[src/rtl/vsg_pkg.sv]
package vsg_pkg;

  typedef enum logic [1:0] {
    VSG_MODE_INPUT = 2'd0,
    VSG_MODE_TRIG  = 2'd1,
    VSG_MODE_DIV   = 2'd2,
    VSG_MODE_DIV2  = 2'd3
  } vsg_mode_e;

  localparam int unsigned WIDTH_W   = 3;
  localparam int unsigned HL_NARROW = 3;  // 1.5 lines
  localparam int unsigned HL_525    = 6;  // 3 lines
  localparam int unsigned HL_625    = 5;  // 2.5 lines

  function automatic logic [WIDTH_W-1:0] width_hl(input logic narrow,
                                                  input logic std525);
    if (narrow)      return WIDTH_W'(HL_NARROW);
    else if (std525) return WIDTH_W'(HL_525);
    else             return WIDTH_W'(HL_625);
  endfunction

endpackage

[src/rtl/vsg_sync_edge.sv]
module vsg_sync_edge #(
  parameter int unsigned STAGES = 2
) (
  input  logic clk,
  input  logic rst_n,
  input  logic async_in,
  output logic rise_o
);
  logic [STAGES:0] sh;

  always_ff @(posedge clk or negedge rst_n) begin
    if (!rst_n) sh <= '0;
    else        sh <= {sh[STAGES-1:0], async_in};
  end

  // One-clock pulse on a synchronized rising edge
  assign rise_o = sh[STAGES-1] & ~sh[STAGES];
endmodule

[src/rtl/vsg_period_meter.sv]
module vsg_period_meter #(
  parameter int unsigned CNT_W   = 12,
  parameter int unsigned DELAY_W = 11
) (
  input  logic               clk,
  input  logic               rst_n,
  input  logic               tick,
  input  logic               ev,
  input  logic [DELAY_W-1:0] delay,
  output logic               allow
);
  localparam int unsigned CMP_W = ((CNT_W > DELAY_W) ? CNT_W : DELAY_W) + 1;
  localparam logic [CNT_W-1:0] CNT_MAX = '1;

  logic [CNT_W-1:0] cnt;
  logic             seen;
  logic [CMP_W-1:0] d_ext, p_ext;

  assign d_ext = CMP_W'(delay);
  assign p_ext = CMP_W'(cnt);
  // The period just ending is compared at the edge that closes it
  assign allow = seen && (d_ext < p_ext);

  always_ff @(posedge clk or negedge rst_n) begin
    if (!rst_n) begin
      cnt  <= '0;
      seen <= 1'b0;
    end else if (ev) begin
      cnt  <= '0;
      seen <= 1'b1;
    end else if (tick && cnt != CNT_MAX) begin
      cnt <= cnt + 1'b1;
    end
  end
endmodule

[src/rtl/vsg_delay_timer.sv]
module vsg_delay_timer #(
  parameter int unsigned DELAY_W = 11
) (
  input  logic               clk,
  input  logic               rst_n,
  input  logic               tick,
  input  logic               ev,
  input  logic               arm_ok,
  input  logic [DELAY_W-1:0] delay,
  output logic               start
);
  logic               armed;
  logic [DELAY_W-1:0] cnt;

  // A new reference event takes priority over a strobe in the same clock
  assign start = armed & tick & ~ev & (cnt == delay);

  always_ff @(posedge clk or negedge rst_n) begin
    if (!rst_n) begin
      armed <= 1'b0;
      cnt   <= '0;
    end else if (ev) begin
      armed <= arm_ok;
      cnt   <= '0;
    end else if (start) begin
      armed <= 1'b0;
    end else if (armed && tick) begin
      cnt <= cnt + 1'b1;
    end
  end
endmodule

[src/rtl/vsg_frame_div.sv]
module vsg_frame_div #(
  parameter int unsigned FRAME_W = 12
) (
  input  logic               clk,
  input  logic               rst_n,
  input  logic               en,
  input  logic               tick,
  input  logic [FRAME_W-1:0] frame_len,
  output logic               start
);
  logic [FRAME_W-1:0] fc;

  assign start = en & tick & (fc == frame_len - FRAME_W'(1));

  always_ff @(posedge clk or negedge rst_n) begin
    if (!rst_n)        fc <= '0;
    else if (!en)      fc <= '0;
    else if (start)    fc <= '0;
    else if (tick)     fc <= fc + 1'b1;
  end
endmodule

[src/rtl/vsg_pulse_shaper.sv]
module vsg_pulse_shaper #(
  parameter int unsigned WIDTH_W = 3
) (
  input  logic               clk,
  input  logic               rst_n,
  input  logic               tick,
  input  logic               start,
  input  logic [WIDTH_W-1:0] width,
  output logic               active
);
  logic [WIDTH_W-1:0] rem;

  always_ff @(posedge clk or negedge rst_n) begin
    if (!rst_n) begin
      active <= 1'b0;
      rem    <= '0;
    end else if (start) begin
      // A start on the final strobe reloads the width with no gap
      active <= 1'b1;
      rem    <= width;
    end else if (active && tick) begin
      if (rem <= WIDTH_W'(1)) active <= 1'b0;
      else                    rem    <= rem - 1'b1;
    end
  end
endmodule

[src/rtl/vsync_timing_gen.sv]
module vsync_timing_gen
  import vsg_pkg::*;
#(
  parameter int unsigned DELAY_W     = 11,
  parameter int unsigned FRAME_W     = 12,
  parameter int unsigned SYNC_STAGES = 2
) (
  input  logic               clk,
  input  logic               rst_n,
  input  logic               hl_tick,
  input  logic               vsync_in,
  input  logic               trig_in,
  input  logic [1:0]         mode,
  input  logic [DELAY_W-1:0] delay_hl,
  input  logic [FRAME_W-1:0] frame_len,
  input  logic               pol_low,
  input  logic               narrow,
  input  logic               std525,
  output logic               vs_out,
  output logic               trig_out
);
  localparam int unsigned CMP_W = ((FRAME_W > DELAY_W) ? FRAME_W : DELAY_W) + 1;

  logic ev_vs, ev_tr;
  logic is_input, is_trig, is_div;
  logic ref_ev, arm_ok, meter_ok, frame_ok;
  logic dly_start, div_start, pulse_start;
  logic vs_act, trig_q;
  logic [CMP_W-1:0] d_ext, f_ext;

  assign is_input = (vsg_mode_e'(mode) == VSG_MODE_INPUT);
  assign is_trig  = (vsg_mode_e'(mode) == VSG_MODE_TRIG);
  assign is_div   = ~is_input & ~is_trig;

  vsg_sync_edge #(.STAGES(SYNC_STAGES)) u_vs_sync (
    .clk(clk), .rst_n(rst_n), .async_in(vsync_in), .rise_o(ev_vs)
  );

  vsg_sync_edge #(.STAGES(SYNC_STAGES)) u_tr_sync (
    .clk(clk), .rst_n(rst_n), .async_in(trig_in), .rise_o(ev_tr)
  );

  vsg_period_meter #(.CNT_W(FRAME_W), .DELAY_W(DELAY_W)) u_meter (
    .clk(clk), .rst_n(rst_n), .tick(hl_tick), .ev(ev_vs),
    .delay(delay_hl), .allow(meter_ok)
  );

  assign d_ext    = CMP_W'(delay_hl);
  assign f_ext    = CMP_W'(frame_len);
  assign frame_ok = (d_ext < f_ext);

  always_comb begin
    ref_ev = 1'b0;
    arm_ok = 1'b0;
    if (is_input) begin
      ref_ev = ev_vs;
      arm_ok = meter_ok;
    end else if (is_trig) begin
      ref_ev = ev_tr;
      arm_ok = frame_ok;
    end
  end

  vsg_delay_timer #(.DELAY_W(DELAY_W)) u_delay (
    .clk(clk), .rst_n(rst_n), .tick(hl_tick), .ev(ref_ev),
    .arm_ok(arm_ok), .delay(delay_hl), .start(dly_start)
  );

  vsg_frame_div #(.FRAME_W(FRAME_W)) u_div (
    .clk(clk), .rst_n(rst_n), .en(is_div), .tick(hl_tick),
    .frame_len(frame_len), .start(div_start)
  );

  assign pulse_start = is_div ? div_start : dly_start;

  vsg_pulse_shaper #(.WIDTH_W(WIDTH_W)) u_shape (
    .clk(clk), .rst_n(rst_n), .tick(hl_tick), .start(pulse_start),
    .width(width_hl(narrow, std525)), .active(vs_act)
  );

  always_ff @(posedge clk or negedge rst_n) begin
    if (!rst_n) trig_q <= 1'b0;
    else        trig_q <= div_start;
  end

  assign trig_out = trig_q;
  assign vs_out   = vs_act ^ pol_low;
endmodule

[config.mk]
export PLATFORM = sky130hd
export DESIGN_NAME = vsync_timing_gen
export DESIGN_NICKNAME = d
export VERILOG_FILES = /design/src/rtl/vsg_pkg.sv /design/src/rtl/vsg_sync_edge.sv /design/src/rtl/vsg_period_meter.sv /design/src/rtl/vsg_delay_timer.sv /design/src/rtl/vsg_frame_div.sv /design/src/rtl/vsg_pulse_shaper.sv /design/src/rtl/vsync_timing_gen.sv
export SDC_FILE = /design/constraint.sdc
export NUM_CORES = 1
export LEC_CHECK = 0
export CAP_MARGIN = 20
export CORE_MARGIN = 5
export CORE_UTILIZATION = 30
export DETAILED_ROUTE_END_ITERATION = 8
export PLACE_DENSITY_LB_ADDON = 0.25
export SYNTH_ARGS = -nofsm -noshare
export SYNTH_HDL_FRONTEND = slang
export SYNTH_SLANG_ARGS = --single-unit
[constraint.sdc]
create_clock -name clk -period 2.1 [get_ports clk]
set_input_delay 0.42 -clock clk [delete_from_list [all_inputs] [get_ports clk]]
set_output_delay 0.42 -clock clk [all_outputs]
set_load 0.03 [all_outputs]
After elaboration in Yosys (flattened, before gate mapping):

Index checks and enable logic that the tools add are counted.

* add/sub/neg operators: 5
* magnitude comparators: 3
* eq/ne operators: 7
* muxes and demuxes: 23
* bitwise gates (word level): 14
* reductions and logical operators: 13

Operator list (count)
* $mux W12: 5
* $mux W11: 3
* $add A12 B1 Y12 const B: 2
* $lt A11 B12 Y1: 2
* $eq A12 B12 Y1: 1
* $mux W3: 4
* $ne A12 B12 Y1 const B: 1
* $sub A12 B1 Y12 const B: 1
* $add A11 B1 Y11 const B: 1
* $eq A11 B11 Y1: 1
* $mux W1: 10
* $reduce_bool A2 Y1: 5
* $and A1 B1 Y1: 8
* $reduce_and A2 Y1: 3
* $not A1 Y1: 5
* $logic_and A1 B1 Y1: 4
* $le A3 B1 Y1 const B: 1
* $ne A3 B2 Y1 const B: 1
* $sub A3 B1 Y3 const B: 1
* $eq A2 B1 Y1 const B: 1
* $logic_not A2 Y1: 1
* $mux W2: 1
* $ne A2 B1 Y1 const B: 1
* $ne A2 B2 Y1 const B: 1
* $xor A1 B1 Y1: 1

* bits in registers: 48
* logic and storage cells: 75

Depth between registers and ports, before layout:

Gate-level depths: netlist (run 1).

* word-level depth: 10
* depth in mapped cells: 9
* mapped depth without buffers: 9

Hierarchy:

From an unflattened synthesis (run 1), not the netlist that was laid out.

* cells, all modules: 440
* area total of the unflattened synthesis: 3972.6 um^2

Modules (own cells, without submodules)
* vsg_frame_div: instances 1, cells an instance 142, area each 1193.6 um^2, sequential area each 300.3 um^2
* vsg_delay_timer: instances 1, cells an instance 113, area each 1052.3 um^2, sequential area each 300.3 um^2
* vsg_period_meter: instances 1, cells an instance 101, area each 939.7 um^2, sequential area each 325.3 um^2
* vsync_timing_gen: instances 1, cells an instance 48, area each 355.3 um^2, sequential area each 25.0 um^2
* vsg_pulse_shaper: instances 1, cells an instance 28, area each 254.0 um^2, sequential area each 100.1 um^2
* vsg_sync_edge: instances 2, cells an instance 4, area each 88.8 um^2, sequential area each 75.1 um^2

Worst setup path after synthesis (run 1):

Ideal clock, no wire load.

* path kind: input -> register
* start point: input frame_len[1]
* end point: register u_shape.rem[0]
* arrival: 2571 ps
* required time: 2021 ps
* slack: -550 ps
* cell stages on the path: 9
* buffers on the path: 0
* cell sequence: inv_1 ha_1 or4b_4 or3_4 a2111oi_4 o211a_1 nand2_2 o22ai_4 mux2i_1

* longest elaborated chain between the ends: 6

Ends and longest elaborated chain
* start, declared: line vsync_timing_gen.sv:15 `input logic [FRAME_W-1:0] frame_len,`
* $sub A12 B1 Y12 (*): line vsg_frame_div.sv:13 `assign start = en & tick & (fc == frame_len - FRAME_W'(1));`
* $eq A12 B12 Y1 (*): line vsg_frame_div.sv:13
* $and A1 B1 Y1 (*): line vsg_frame_div.sv:13
* $mux W1 (*): line vsync_timing_gen.sv:74 `assign pulse_start = is_div ? div_start : dly_start;`
* $ne A2 B2 Y1 (no line) or $reduce_bool A2 Y1 (tied branches)
* $reduce_and A2 Y1 (no line)
* end signal, assigned: line vsg_pulse_shaper.sv:20 `rem <= width;`
* end signal, assigned: line vsg_pulse_shaper.sv:23 `else rem <= rem - 1'b1;`
* end, declared: line vsg_pulse_shaper.sv:11 `logic [WIDTH_W-1:0] rem;`

Mark *: on every way between the ends. The rest lies on a longest branch, timed or not.
A chain may end at the register's enable or synchronous reset.

Final worst setup path (run 1):

* start point: input frame_len[0]
* end point: register u_div.fc[0]

* longest elaborated chain between the ends: 5

Ends and longest elaborated chain
* $sub A12 B1 Y12 (*): line vsg_frame_div.sv:13
* $eq A12 B12 Y1 (*): line vsg_frame_div.sv:13
* $and A1 B1 Y1 (*): line vsg_frame_div.sv:13
* $mux W12: line vsg_frame_div.sv:18 `else if (start) fc <= '0;`
* $mux W12: line vsg_frame_div.sv:17 `else if (!en) fc <= '0;`
* end signal, assigned: line vsg_frame_div.sv:19 `else if (tick) fc <= fc + 1'b1;`
* end, declared: line vsg_frame_div.sv:11 `logic [FRAME_W-1:0] fc;`

Marks and branches as above.

==> results of run 1 <==
## through the flow
step	total power [mW]	hold slack [ps]	instances	cell area [µm²]	setup TNS [ps]
global route	2.704	93.10	652	4940	-9552
detailed placement	1.694	334.7	626	4501	-27560
CTS	2.566	68.01	646	4798	-7257
floorplan	1.394	124.4	383	3457	-5874
finish	2.557	56.42	652	4940	-7101
global placement	1.683	333.9	626	4501	-26060
## cells in the mapped netlist, types with 3 or more instances
cell type   n  area share, %
a21o_1      3           0.66
nor2_1     37            4.1
nor3_1     12            1.8
and3_1      8            1.5
inv_1      30            3.3
nand3_1    22            3.2
nor4_1      8            1.5
nand2_1    22            2.4
o211a_1     3           0.88
or3_1      10            1.8
or4_1       3           0.66
dfrtp_1    48             35
clkbuf_1    6           0.66
a21oi_1    11            1.6
nand4_1    15            2.8
xor2_1     15            3.9
or2_2       3           0.55
nand2b_1    5           0.92
ha_1       25            9.2
nor2b_1     6            1.1
mux2i_1     3           0.88
o21ai_0    17            2.5
xnor2_1    31            8.0
## routing by layer
metal / GRT usage [%] / wire length (µm) / vias up
met1: 20.11 / 4557 / 1545
met2: 24.56 / 4619 / 45
met3: 1.865 / 251 / 14
li1: - / - / 1611
met5: 0 / 0 / -
met4: 5.505 / 229 / 0
## power breakdown
part           switching, mW  internal (mW)  total [mW]
registers             0.0651          0.990        1.05
logic                  0.320          0.341       0.661
clock network          0.366          0.475       0.841
## what timing repair did
action / 4_1_cts / 5_1_grt
resized for setup: 54 / 31
buffers inserted: 12 / 6
pin swaps: 22 / 26
setup endpoints to repair: 29 / 29
## critical path: stages
cell and delay (ps):
buf_8 100, inv_4 40, ha_4 120, or4b_4 480, or3_4 390, a2111oi_4 310
o211a_1 260, buf_4 140, o211a_1 160, nor4b_1 60, a31o_2 220
## flip-flops by register name (all words and copies together), names as in the netlist
signal	cells
u_shape.rem	3
trig_out	1
u_div.fc	12
u_meter.seen	1
u_delay.cnt	11
u_tr_sync.sh	3
u_vs_sync.sh	3
u_meter.cnt	12
u_delay.armed	1
u_shape.active	1
## kinds of logic (layout without fill, tap and decap cells)
logic type | Yosys count | count (layout) | share of synthesized area (%)
simple gates | 167 | 167 | 26.46
compound gates | 56 | 56 | 11.91
flops | 48 | 48 | 35.28
xor+xnor | 46 | 46 | 11.83
buf+inv | 37 | 163 | 4.116
fa+ha+maj | 25 | 25 | 9.188
mux | 4 | 4 | 1.213
## cell usage in the layout (no fill, tap or decap), types with 3 or more instances in the layout
| master | n |
|---|---|
| a21oi_2 | 3 |
| nor4_1 | 6 |
| buf_2 | 3 |
| nor3_1 | 8 |
| mux2i_1 | 3 |
| inv_1 | 28 |
| and3_1 | 8 |
| nand4_1 | 15 |
| xor2_2 | 3 |
| o211a_1 | 3 |
| o21ai_1 | 7 |
| clkdlybuf4s50_1 | 11 |
| xor2_1 | 12 |
| nand2_1 | 20 |
| nand3_1 | 20 |
| buf_4 | 86 |
| clkdlybuf4s15_1 | 4 |
| clkbuf_16 | 5 |
| o21ai_0 | 10 |
| nor2b_1 | 6 |
| buf_6 | 5 |
| or3_4 | 3 |
| a21oi_1 | 8 |
| a21o_1 | 3 |
| or3_1 | 8 |
| ha_1 | 24 |
| xnor2_1 | 30 |
| dlygate4sd2_1 | 10 |
| nor2_1 | 37 |
| nor3_2 | 3 |
| nand2b_1 | 5 |
| dfrtp_1 | 48 |
## cell type report
type                       instances  area, µm²
clock buffer                       7      142.6
clock inverter                     1      7.507
fill                            1071       6332
inverter                          30      127.6
multi-input combinational        298       2242
sequential                        48       1201
tap                              143      178.9
timing repair buffer             125       1040
## worst paths after layout
path,from,endpoint,slack [ps]
max in group asynchronous,rst_n,u_meter.cnt[6],1520
worst min register to register,u_tr_sync.sh[0],u_tr_sync.sh[1],350
worst max-delay path,frame_len[0],u_div.fc[0],-430
min in group clk,u_tr_sync.sh[0],u_tr_sync.sh[1],350
worst min-delay path,rst_n,u_shape.active,60
worst max register to register,u_delay.cnt[7],u_delay.cnt[3],-190
==> summary.txt, run 1 <==
Run status
  • Outcome: finished with violations
  • Violated checks: setup timing

Placed design
  • Port buffer count: 34
  • Final weighted congestion of routability-driven global placement: 0.8728
  • Pre-CTS worst setup slack: -1305 ps
  • Post-detailed-placement half-perimeter wirelength: 7533 µm

Power
  • Pwr dens: 517.7 nW/µm²
  • IR drop worst, VDD: 0.0003118 V
  • Static power due to leakage: 2.199 nW

Global routing
  • Via count of the first global-routing pass: roughly 3200
  • GRT Util Overall: 14.92%
  • Antenna violations before repair: 0
  • Overflow after GRT: 0
  • First-pass GRT wire length: 15970 µm
  • Largest net degree at the start of global routing: 31

Floorplan
  • Standard-cell rows: 39
  • Floorplan die area: 13580 µm²
  • Core region area: ~11000 µm²
  • Die outline height: 116.5 µm
  • Starting density of the core: between 30% and 40%
  • Number of primary I/O pins: 35
  • Horiz. Die Dim: 116.5 µm

Timing
  • Shortest period the worst path allows: 2526 ps
  • Post-route clock skew: 9.979 ps
  • Achievable Freq: approximately 0.40 GHz
  • Period utilisation layout: 120.3%
  • Post-layout worst setup margin: -426.3 ps
  • Setup Viol. Count Final: 28
  • RSZ-0062 raised after global routing: yes
  • Slew @ Worst Pin: 433.4 ps
  • Slew Viols, Final: 0
  • Worst-case headroom to the max-slew limit: ~70%
  • Hold Vio Cnt, Final: 0

Logic synthesis
  • FF+latch count, synth: 48
  • Share of synthesized flip-flops with an asynchronous set or reset: 100.0%
  • Mapped Nets: approximately 440
  • Syn Std Cell Area: 3405 µm²
  • Synth Instances: ~380
  • Post-synthesis sequential area ratio: 35.28%
  • Prevailing post-synth register cell: dfrtp_1
  • Post-synth EDFFs: 0
  • Mean cell area of the mapped netlist: approximately 9 µm²
  • Number of warning messages in the yosys log: 0
  • Yosys cell types: 58

Clock tree
  • TritonCTS Sinks: 48
  • H-tree lvl count: 2
  • Master cell of the clock root buffer: clkbuf_16
  • Clock latency at the later pin of the worst-skew pair: 300 ps
  • Register clock-pin slew on the reported worst setup and hold paths: around 70 ps
  • Hold-fix buffers, CTS: 0
  • Total clock buffers created by CTS: 5
  • CTS tree: built
  • Clock tree buffer depth: 2

Critical path
  • Worst Path Class, Setup: primary input to flop
  • CP Launch Type: primary input
  • Required time of the worst setup path: 2290 ps
  • Critical path arrival: 2720 ps
  • Worst Setup End Kind: flop
  • Highest net fanout along the worst path: 4
  • Cells on worst reg2reg path: 7

Final layout
  • Antenna Cells: 0
  • Nets: 566
  • Post-synthesis to final-layout area growth: 45.09%
  • Post-Route Utilization: 43.82%
  • Fraction of final layout cells with drive strength greater than 1: 29.67%

Route
  • Number of detailed-routing iterations run before antenna repair: 4
  • Initial DRC Count: between 100 and 150
  • Routed via count divided by cell count: 4.931
  • Drc violations: 0
  • Final Routed Wirelength: between 9000 and 10000 µm
  • Routed len/inst: roughly 15 µm
  • Post-route ant nets: 0
  • Number of vias after detailed routing: between 3000 and 4000

Worst hold path
  • Worst Hold Class: primary input to async pin

Job
  • Maximum capacitance violations: 0
Note: power is estimated with default switching activity, not from simulation.
==> run 2: changes to the inputs <==
Settings changed: SETUP_SLACK_MARGIN set to 0.02.
==> summary.txt, run 2 (synthesis gave the netlist of run 1 again) <==
Power
  • IR drop worst, VDD: 0.0003671 V
  • Static power due to leakage: 2.188 nW
  • Post-layout total power: 2.653 mW
  • Pwr dens: 538.3 nW/µm²

Worst hold path
  • Worst Hold Class: primary input to async pin

Floorplan
  • Number of primary I/O pins: 35
  • Standard-cell rows: 39
  • Horiz. Die Dim: approximately 120 µm
  • Core region area: 11270 µm²
  • Floorplan die area: 13580 µm²
  • Starting density of the core: 30.20%
  • Die outline height: 116.5 µm

Placed design
  • Post-detailed-placement half-perimeter wirelength: 7447 µm
  • Area post-placement: 4478 µm²
  • Final weighted congestion of routability-driven global placement: roughly 0.87
  • Port buffer count: 34

Route
  • Met3 layer wire length in the routed design: 390 µm
  • Drc violations: 0
  • Met2 Wirelength: 4613 µm
  • Detailed-route wire length on metal 1: between 4000 and 5000 µm
  • Routed via count divided by cell count: 4.941
  • Post-route ant nets: 0
  • Number of vias after detailed routing: ~3200
  • Initial DRC Count: 174
  • Uppermost layer routed: met4
  • Number of detailed-routing iterations run before antenna repair: 4
  • Final Routed Wirelength: 9612 µm
  • Routed len/inst: around 15 µm

Critical path
  • Cell repeated most along the worst path: o211a_1
  • Critical path arrival: 2680 ps
  • Required time of the worst setup path: 2280 ps
  • Highest net fanout along the worst path: 4
  • Cells on worst reg2reg path: 6
  • Worst flop-to-flop path endpoint: u_shape.rem[1]
  • Reg-to-reg setup timing slack: -140 ps
  • Cells traversed along the worst timing path: buf_8 -> inv_12 -> ha_4 -> or4b_4 -> or3_4 -> a2111oi_4 -> o211a_1 -> buf_4 -> o211a_1 -> nor4b_1 -> a31o_2
  • Critical-path cell with the highest stage delay: or4b_4
  • Reg-to-Reg Start: u_delay.cnt[1]
  • Critical path buffers and inverters: 3
  • Worst Setup End Kind: flop
  • CP Launch Type: primary input
  • Crit path launch: frame_len[1]
  • Longest individual stage delay on the worst path: between 400 and 500 ps
  • Delay-heaviest family, CP: compound AO/OA/AOI/OAI gates
  • Worst Path Class, Setup: primary input to flop

Timing
  • Post-layout worst setup margin: -399.8 ps
  • Slew Viols, Final: 0
  • Hold Vio Cnt, Final: 0
  • Setup Viol. Count Final: 27
  • Shortest period the worst path allows: 2500 ps
  • Post-route clock skew: ~2.6 ps
  • Achievable Freq: 0.4000 GHz
  • RSZ-0062 raised after global routing: yes
  • Slew @ Worst Pin: 445.8 ps
  • Hold slack final: 66.43 ps
  • Worst-case headroom to the max-slew limit: 70.28%
  • Period utilisation layout: 119.0%

Clock tree
  • Hold-fix buffers, CTS: 0
  • H-tree lvl count: 2
  • Total clock buffers created by CTS: 5
  • CTS tree: built
  • Register clock-pin slew on the reported worst setup and hold paths: 70 ps
  • Clock latency at the later pin of the worst-skew pair: 290 ps
  • Master cell of the clock root buffer: clkbuf_16
  • Clock tree buffer depth: 2
  • TritonCTS Sinks: 48

Job
  • Maximum capacitance violations: 0

Final layout
  • Fillers: 1109
  • Largest regs: u_div.fc (12), u_meter.cnt (12), u_delay.cnt (11)
  • Nets: 561
  • Leading cell type in the layout, fill and taps excluded: buf_4
  • Fraction of final layout cells with drive strength greater than 1: 30.36%
  • Post-synthesis to final-layout area growth: 44.76%
  • Most frequent cells in the layout: 80 x buf_4, 48 x dfrtp_1, 37 x nor2_1
  • Post-Route Utilization: 43.72%
  • Antenna Cells: 0
  • Design area: between 4000 and 5000 µm²

Global routing
  • Via count of the first global-routing pass: 3159
  • GRT Util Overall: 14.52%
  • Overflow after GRT: 0
  • Largest net degree at the start of global routing: 31
  • Antenna violations before repair: 0
  • First-pass GRT wire length: 15590 µm

Run status
  • Violated checks: setup timing
  • Outcome: finished with violations
## run 2: cell types whose count changed in the layout (fill, tap and decap cells not counted), sizes merged
| cell | previous run | this run |
|---|---|---|
| buf | 97 | 91 |
| bufinv | 0 | 1 |
| clkdlybuf4s50 | 11 | 10 |
| dlygate4sd2 | 10 | 9 |
| dlymetal6s2s | 2 | 3 |
| inv | 30 | 31 |
## run 2: how the worst max path moves through the flow
stage	cells after the start	to	slack [ps]
6_report	11	u_div.fc[0]	-400
5_1_grt	10	u_shape.rem[1]	-460
4_1_cts	10	u_shape.rem[1]	-420
3_5_place_dp	10	u_shape.rem[1]	-1260
3_3_place_gp	10	u_shape.rem[0]	-1190
2_1_floorplan	9	u_shape.rem[0]	-450
## run 2: where the power goes
| part | switching, mW | total, mW | internal, mW | leakage, nW |
|---|---|---|---|---|
| Sequential | 0.0655 | 1.05 | 0.989 | 0.632 |
| Clock | 0.375 | 0.942 | 0.567 | 0.0804 |
| Combinational | 0.320 | 0.656 | 0.337 | 1.48 |
## run 2: metrics by stage
| step | TNS [ps] | cells | setup slack, ps |
|---|---|---|---|
| finish | -5494 | 647 | -399.8 |
| global route | -7231 | 647 | -463.5 |
| CTS | -6401 | 640 | -419.5 |
| detailed placement | -27360 | 623 | -1262 |
| global placement | -26250 | 623 | -1190 |
| floorplan | -5874 | 383 | -445.7 |
## run 2: cell type report
cell class / instances / area (µm²) / area share, %
multi-input cells: 298 / 2250 / 45.65
flip-flops and latches: 48 / 1201 / 24.37
repair buffers: 120 / 999.7 / 20.28
well taps: 143 / 178.9 / 3.630
inverters: 30 / 127.6 / 2.589
clock buffers: 5 / 125.1 / 2.539
clock inverters: 3 / 46.29 / 0.9393
## run 2: metal layers
metal | global-route usage (%) | vias up
met5 | 0 | -
met2 | 23.95 | 55
met3 | 2.021 | 10
met1 | 19.94 | 1524
li1 | - | 1608
met4 | 4.052 | 0
## run 2: worst reg2reg max path: cells and delay by family (launching register included)
kind / cells / cell delay, ps
simple gates: 3 / 1090
compound gates: 1 / 240
xor+xnor: 1 / 230
flops: 1 / 400
mux: 1 / 210
## run 2: repair_timing
item | CTS | global route
pin swaps | 24 | 30
gates resized for setup | 55 | 36
gates cloned | 0 | 0
hold endpoints to repair | 0 | 0
endpoints found under the setup margin | 29 | 29
buffers inserted | 9 | 7
==> run 3: changes to the inputs <==
Settings changed: CTS_CLUSTER_SIZE set to 10.
Clock period 2.1 ns to 2.3 ns, I/O delays scaled along.
==> summary.txt, run 3 (synthesis gave the netlist of run 1 again) <==
Run status
  • Outcome: finished with violations
  • Violated checks: setup timing

Floorplan
  • Core region area: 11270 µm²
  • Starting density of the core: 30.20%
  • Floorplan die area: 13580 µm²
  • Number of primary I/O pins: 35
  • Horiz. Die Dim: 116.5 µm
  • Die outline height: ~120 µm
  • Standard-cell rows: 39

Power
  • Static power due to leakage: 2.116 nW
  • Pwr dens: 501.8 nW/µm²
  • IR drop worst, VDD: 0.0003311 V
  • Post-layout total power: 2.410 mW

Global routing
  • Via count of the first global-routing pass: 3063
  • GRT Util Overall: between 10 and 15%
  • Antenna violations before repair: 0
  • Largest net degree at the start of global routing: between 40 and 50
  • Overflow after GRT: 0
  • First-pass GRT wire length: between 15000 and 20000 µm

Route
  • Number of vias after detailed routing: 3103
  • Drc violations: 0
  • Initial DRC Count: 195
  • Post-route ant nets: 0
  • Number of detailed-routing iterations run before antenna repair: 4
  • Final Routed Wirelength: 9438 µm
  • Routed len/inst: 14.98 µm
  • Routed via count divided by cell count: just under 5

Final layout
  • Multi-input combinational cell area: 2250 µm²
  • Fraction of final layout cells with drive strength greater than 1: between 20% and 30%
  • Most frequent cells in the layout: 65 x buf_4, 48 x dfrtp_1, 37 x nor2_1
  • Post-synthesis to final-layout area growth: 41.09%
  • Post-Route Utilization: 42.61%
  • Leading cell type in the layout, fill and taps excluded: buf_4
  • Fillers: 1100
  • Antenna Cells: 0
  • Nets: 544
  • Largest regs: u_div.fc (12), u_meter.cnt (12), u_delay.cnt (11)
  • Seq. cell area: 1201 µm²

Placed design
  • Post-detailed-placement half-perimeter wirelength: approximately 7400 µm
  • Final weighted congestion of routability-driven global placement: ~0.84
  • Port buffer count: 34

Clock tree
  • H-tree lvl count: 2
  • Clock latency at the later pin of the worst-skew pair: 290 ps
  • Register clock-pin slew on the reported worst setup and hold paths: 70 ps
  • Total clock buffers created by CTS: 5
  • TritonCTS Sinks: 48
  • Clock tree buffer depth: 2
  • CTS tree: built
  • Master cell of the clock root buffer: clkbuf_16

Critical path
  • CP Launch Type: primary input
  • Critical path arrival: 2760 ps
  • Reg-to-Reg Start: u_delay.cnt[7]
  • Crit path launch: frame_len[0]
  • Worst Setup End Kind: flop
  • Required time of the worst setup path: 2480 ps
  • Worst Path Class, Setup: primary input to flop
  • Highest net fanout along the worst path: 3

Timing
  • Worst-case headroom to the max-slew limit: 57.65%
  • Slew Viols, Final: 0
  • Slew @ Worst Pin: 635.2 ps
  • Post-route clock skew: 9.165 ps
  • Setup Viol. Count Final: 16
  • Hold Vio Cnt, Final: 0
  • Setup total negative slack: -3121 ps
  • Post-layout worst setup margin: -282.4 ps
  • Period utilisation layout: 112.3%
  • Achievable Freq: 0.3872 GHz
  • Shortest period the worst path allows: 2582 ps
  • RSZ-0062 raised after global routing: yes

Worst hold path
  • Worst Hold Class: primary input to async pin

Job
  • Maximum capacitance violations: 0
run 3: metal layers:
layer,up-vias,global-route usage (%),routed length (µm)
li1,1570,-,-
met1,1476,19.04,4345
met2,48,24.98,4632
met3,9,1.813,321
met4,0,3.364,138
met5,-,0,0
run 3: per-stage QoR:
stage	hold WS [ps]	instance area (µm²)	setup slack (ps)	instances
2_1_floorplan	164.4	3437	-285.7	383
3_3_place_gp	333.6	4365	-1007	612
3_5_place_dp	346.9	4365	-1057	612
4_1_cts	302.7	4648	-233.6	625
5_1_grt	323.3	4803	-355.4	630
6_report	256.5	4803	-282.4	630
run 3: path summary, 6_finish.rpt:
path,to,slack (ps),cells after the start
worst max-delay path,u_div.fc[0],-280,11
worst min-delay path,u_meter.cnt[1],260,2
worst max register to register,u_delay.cnt[7],30,8
worst min register to register,u_vs_sync.sh[1],360,0
max in group asynchronous,u_delay.cnt[9],1600,2
min in group clk,u_vs_sync.sh[1],360,0
run 3: area by class of cell:
class,instances,share of cell area (%)
clock inverter,3,0.9638
inverter,30,2.657
multi-input combinational,298,46.84
sequential,48,25.01
timing repair buffer,103,18.21
clock buffer,5,2.605
tap,143,3.725
run 3: worst max-delay path, stage by stage:
cell       delay [ps]
buf_8             100
inv_4              40
ha_4              120
or4b_4            480
or3_4             390
a2111oi_4         320
o211a_1           280
buf_4             130
o211a_1           170
nor4b_2            60
a31o_2            210
run 3: repair_timing:
item | in CTS | in global routing
resized for setup | 47 | 27
buffers inserted | 5 | 6
cloned | 0 | 0
hold endpoints to repair | 0 | 0
setup endpoints to repair | 29 | 26
pin swaps | 17 | 19
hold buffers | 0 | 0
run 3: power by group:
group | switching [mW] | internal, mW | total (mW)
sequential | 0.0640 | 0.904 | 0.967
combinational | 0.281 | 0.300 | 0.581
clock | 0.345 | 0.517 | 0.862
total | 0.690 | 1.72 | 2.41
